==> config.mk <==
export PLATFORM = sky130hd
export DESIGN_NAME = por_hold_gen
export DESIGN_NICKNAME = d
export VERILOG_FILES = /design/src/rtl/por_hold_pkg.sv /design/src/rtl/por_sync.sv /design/src/rtl/por_hold_cnt.sv /design/src/rtl/por_hold_gen.sv
export SDC_FILE = /design/constraint.sdc
export NUM_CORES = 1
export LEC_CHECK = 0
export BUFFER_PORTS_ARGS = -buffer_cell sky130_fd_sc_hd__buf_2
export CAP_MARGIN = 20
export CORE_MARGIN = 2
export CORE_UTILIZATION = 46
export CTS_CLUSTER_DIAMETER = 80
export DETAILED_ROUTE_END_ITERATION = 10
export GPL_ROUTABILITY_DRIVEN = 0
export PLACE_DENSITY = 0.71
export SYNTH_ARGS = -nofsm -noshare
export SYNTH_HDL_FRONTEND = slang
export SYNTH_SLANG_ARGS = --single-unit
export TNS_END_PERCENT = 10
==> constraint.sdc <==
create_clock -name clk_i -period 6 [get_ports clk_i]
set_input_delay 0.6 -clock clk_i [delete_from_list [all_inputs] [get_ports clk_i]]
set_output_delay 0.6 -clock clk_i [all_outputs]
set_load 0.03 [all_outputs]
==> src/rtl/por_hold_pkg.sv <==
package por_hold_pkg;
   // Width needed to hold the value 0..max_val.
   function automatic int cnt_width(input longint max_val);
      int w;
      w = 1;
      while ((longint'(1) << w) <= max_val) w++;
      return w;
   endfunction
endpackage

==> src/rtl/por_sync.sv <==
module por_sync #(
   parameter int STAGES = 2
) (
   input  logic clk_i,
   input  logic d_i,
   output logic q_o
);
   // The flops start at 0: an active-low request is seen as pressed at power-up.
   logic [STAGES-1:0] stage_q = '0;

   initial begin
      if (STAGES < 2) $error("por_sync: STAGES must be at least 2");
   end

   always_ff @(posedge clk_i) begin
      stage_q[0] <= d_i;
   end

   for (genvar g = 1; g < STAGES; g++) begin : g_chain
      always_ff @(posedge clk_i) begin
         stage_q[g] <= stage_q[g-1];
      end
   end

   assign q_o = stage_q[STAGES-1];
endmodule

==> src/rtl/por_hold_cnt.sv <==
module por_hold_cnt
   import por_hold_pkg::*;
#(
   parameter longint HOLD_TICKS = 25_000_000
) (
   input  logic clk_i,
   input  logic cause_i,
   output logic active_o
);
   localparam int CNT_W = cnt_width(HOLD_TICKS);
   localparam logic [CNT_W-1:0] FULL = CNT_W'(HOLD_TICKS);

   // The counter starts full and the output starts asserted.
   logic [CNT_W-1:0] cnt_q    = FULL;
   logic             active_q = 1'b1;
   logic [CNT_W-1:0] cnt_nxt;
   logic             run_q    = 1'b0;

   initial begin
      if (HOLD_TICKS < 1) $error("por_hold_cnt: HOLD_TICKS must be at least 1");
   end

   always_comb begin
      if (cause_i)
         cnt_nxt = FULL;
      else if (cnt_q != '0)
         cnt_nxt = cnt_q - 1'b1;
      else
         cnt_nxt = cnt_q;
   end

   always_ff @(posedge clk_i) begin
      cnt_q    <= cnt_nxt;
      active_q <= (cnt_nxt != '0);
      run_q    <= 1'b1;
   end

   assign active_o = active_q;

   AST_RELOAD_ON_CAUSE: assert property (@(posedge clk_i) disable iff (!run_q)
      cause_i |=> (cnt_q == FULL) && active_q);
   AST_STEP_DOWN: assert property (@(posedge clk_i) disable iff (!run_q)
      (!cause_i && cnt_q != '0) |=> cnt_q == $past(cnt_q) - 1'b1);
   AST_NO_EARLY_RELEASE: assert property (@(posedge clk_i) disable iff (!run_q)
      $fell(active_q) |-> $past(cnt_q) == CNT_W'(1));
endmodule

==> src/rtl/por_hold_gen.sv <==
module por_hold_gen #(
   parameter longint HOLD_TICKS  = 25_000_000,
   parameter int     SYNC_STAGES = 2,
   parameter bit     MAN_ENABLE  = 1'b1
) (
   input  logic clk_i,
   input  logic supply_low_i,
   input  logic man_rst_n_i,
   output logic rst_o,
   output logic rst_n_o,
   output logic rst_active_o
);
   logic man_n_sync;
   logic cause;
   logic hold_act;
   logic run_q = 1'b0;

   if (MAN_ENABLE) begin : g_man
      por_sync #(.STAGES(SYNC_STAGES)) i_sync (
         .clk_i (clk_i),
         .d_i   (man_rst_n_i),
         .q_o   (man_n_sync)
      );
   end else begin : g_no_man
      logic unused_man;
      assign unused_man = man_rst_n_i;
      assign man_n_sync = 1'b1;
   end

   assign cause = supply_low_i | ~man_n_sync;

   por_hold_cnt #(.HOLD_TICKS(HOLD_TICKS)) i_cnt (
      .clk_i    (clk_i),
      .cause_i  (cause),
      .active_o (hold_act)
   );

   assign rst_o        = hold_act;
   assign rst_n_o      = ~hold_act;
   assign rst_active_o = hold_act;

   always_ff @(posedge clk_i) run_q <= 1'b1;

   AST_SUPPLY_HOLDS_RST: assert property (@(posedge clk_i) disable iff (!run_q)
      supply_low_i |=> rst_o);
   AST_RELEASE_NEEDS_QUIET: assert property (@(posedge clk_i) disable iff (!run_q)
      $fell(rst_o) |-> !$past(supply_low_i));
   AST_OUTS_OPPOSITE: assert property (@(posedge clk_i) disable iff (!run_q)
      (rst_o != rst_n_o) && (rst_active_o == rst_o));
endmodule

==> results.sh <==
export IMPL_dieArea_um2=3810
export IMPL_cts_sinks=28
export IMPL_yosysMostFrequentCell="dfxtp_1"
export IMPL_cts_buffers=3
export IMPL_arrival_ns=3.00
export IMPL_drt_iter0_markers=57
export IMPL_avgViaCountPerCell=5.95
export IMPL_postSynthCellCount=182
export IMPL_syn_avg_cell_area_um2=8.42
export IMPL_ys_seq_area_share_pct=36.6
export IMPL_synthTopCellsByArea="dfxtp_1, xnor2_1, nor3_1, nor2_1, nand2_1"
export IMPL_timing_hold_ws_ns=0.352
export IMPL_overflow=0
export IMPL_track_usage_pct=19.5
export IMPL_placed_cell_area_um2=1580
export IMPL_rr_worst_depth=7
export IMPL_grt_max_degree=16
export IMPL_insertion_delay_ns=0.33
export IMPL_fin_tns_setup_ns=0
export IMPL_vias=1357
export IMPL_critPathKind="reg2reg"
export IMPL_core_um2=3100
export IMPL_hold_depth=0
export IMPL_initial_utilization_pct=49.4
export IMPL_synth_flop_cell="dfxtp_1"
export IMPL_die_h_um=61.7
export IMPL_path_delay_family="compound AO/OA/AOI/OAI gates"
export IMPL_cts_buffer_depth=2
export IMPL_cts_tree="built"
export IMPL_fin_crit_sh_pct=46.2
export IMPL_setup_viol=0
export IMPL_hold_path_class="reg2reg"
export IMPL_fmax_mhz=361
export IMPL_num_io_pins=6
export IMPL_drt_wirelength_per_cell_um=14.5
export IMPL_slowest_stage="o21ai_1"
export IMPL_p_leak_nw=0.532
export IMPL_async_reset_ff_share_pct=0
export IMPL_worstPathCellList="nor3_1 -> nand4_1 -> o21ai_1 -> a21oi_1 -> o32ai_1 -> and4b_1 -> nand4b_1"
export IMPL_fin_nets=189
export IMPL_startpoint_type="flip-flop"
export IMPL_drv_slew=0
export IMPL_finalCriticalPeriod_ns=2.77
export IMPL_cts_setup_buffers=0
export IMPL_yosysTopAreaCell="dfxtp_1"
export IMPL_cpPeakStageDelay_ns=0.93
export IMPL_crit_buf_inv=0
export IMPL_final_antenna_net_count=0
export IMPL_ctsHoldBuffers=0
export IMPL_rsz0062_at_grt="no"
export IMPL_synth_edf_count=0
export IMPL_clk_pin_slew_ns=0.15
export IMPL_cp_depth=7
export IMPL_fin_skew_ns=0.00736
export IMPL_area_growth_pct=5.14
export IMPL_status="finished, final reports clean"
export IMPL_ys_seq_elements=28
export IMPL_cts_root_buf="clkbuf_4"
export IMPL_p_total_uw=330
export IMPL_synth_area_um2=1530
export IMPL_path_max_fanout=15
export IMPL_maxCapViolations=0
export IMPL_grt_pass1_wl_um=5610
export IMPL_post_cts_resized=0
export IMPL_die_x_um=61.7
export IMPL_worstPathRequired_ns=6.23
export IMPL_synth_common_cells="dfxtp_1, nor2_1, nor3_1"
export IMPL_finalInstanceArea_um2=1610
export IMPL_power_density_nw_per_um2=205
export IMPL_worst_slew_pin_transition_ns=1.11
export IMPL_portBuffers=5
export IMPL_cp_end_kind="flip-flop"
export IMPL_drt_pass1_iterations=7
export IMPL_rows=20
export IMPL_hold_viol=0
export IMPL_drive_gt1_share_pct=10.9
export IMPL_synth_warnings=0
export IMPL_netlist_cell_type_count=48
export IMPL_htreeDepth=1
export IMPL_routed_wl_um=3310
export IMPL_max_vdd_ir_drop_mv=0.121
export IMPL_relSlewSlack_pct=25.4
export IMPL_drc=0
export IMPL_grt_pass1_vias=1203
export IMPL_place_hpwl_um=2410
export IMPL_synth_top_area_share_pct=36.6
export IMPL_antenna_found_initial=0
export IMPL_antenna_cells=0
export IMPL_synth_nets=186
==> placed cells by master (no fill, tap or decap), types with 4 or more instances in the layout <==
cell / count
a21oi_1: 9
buf_2: 5
dfxtp_1: 28
inv_1: 4
nand2_1: 14
nand3_1: 9
nand4_1: 5
nor2_1: 19
nor2b_1: 4
nor3_1: 15
o21ai_0: 8
or3_1: 7
xnor2_1: 10
==> worst register-to-register path, delay by kind of cell, from the launching register on <==
family / cells / cell delay [ns]
compound gates: 3 / 1.36
flops: 1 / 0.37
simple gates: 4 / 0.96
==> area by class of cell <==
class | count | area, um2
multi-input cells | 143 | 920
fillers | 291 | 1490
inverters | 4 | 15.0
repair buffers | 5 | 25.0
clock buffers | 4 | 36.3
flip-flops and latches | 28 | 561
well taps | 44 | 55.1
==> power breakdown <==
group	internal, mW	switching [mW]	total [mW]	leakage (nW)
Sequential	0.191	0.00705	0.198	0.228
Clock	0.0372	0.0544	0.0916	0.0210
Combinational	0.0163	0.0239	0.0401	0.283
==> sequential cells by signal (all words and copies together) (netlist names) <==
name and count:
g_man.i_sync.stage_q 1, i_cnt.cnt_q 25, i_cnt.active_o 1, g_man.i_sync.q_o 1
==> through the flow <==
| step | setup WS [ns] | std cells | utilization [%] |
|---|---|---|---|
| after floorplan | 3.86 | 182 | - |
| after global placement | 3.33 | 224 | 50.8 |
| after detailed placement | 3.31 | 224 | 50.8 |
| after CTS | 3.29 | 228 | 51.9 |
| after global routing | 3.06 | 228 | 51.9 |
| final | 3.23 | 228 | 51.9 |
==> logic make-up after synthesis <==
kind of cell             synth area share, %
buffers and inverters                   3.43
AND/OR/NAND/NOR                         37.9
flip-flops                              36.6
XOR/XNOR                                6.86
AO/OA/AOI/OAI                           11.8
adder cells (fa/ha/maj)                0.816
multiplexers                            2.69
==> routing by layer <==
layer / GRT usage (%) / share of wire [%] / vias to the layer above / wire length [um]
met5: 0 / 0 / - / 0
met4: 7.29 / 1.7 / 0 / 57
met3: 3.93 / 6.5 / 8 / 215
met2: 29.2 / 46 / 46 / 1530
met1: 27.7 / 46 / 639 / 1510
li1: - / - / 664 / -
==> final timing paths <==
kind,start,to,slack (ns)
worst max register to register,i_cnt.cnt_q[18],i_cnt.active_o,3.23
worst min-delay path,g_man.i_sync.stage_q[0],g_man.i_sync.q_o,0.35
worst max-delay path,i_cnt.cnt_q[18],i_cnt.active_o,3.23
worst min register to register,g_man.i_sync.stage_q[0],g_man.i_sync.q_o,0.35
Note: power is estimated with default switching activity, not from simulation.
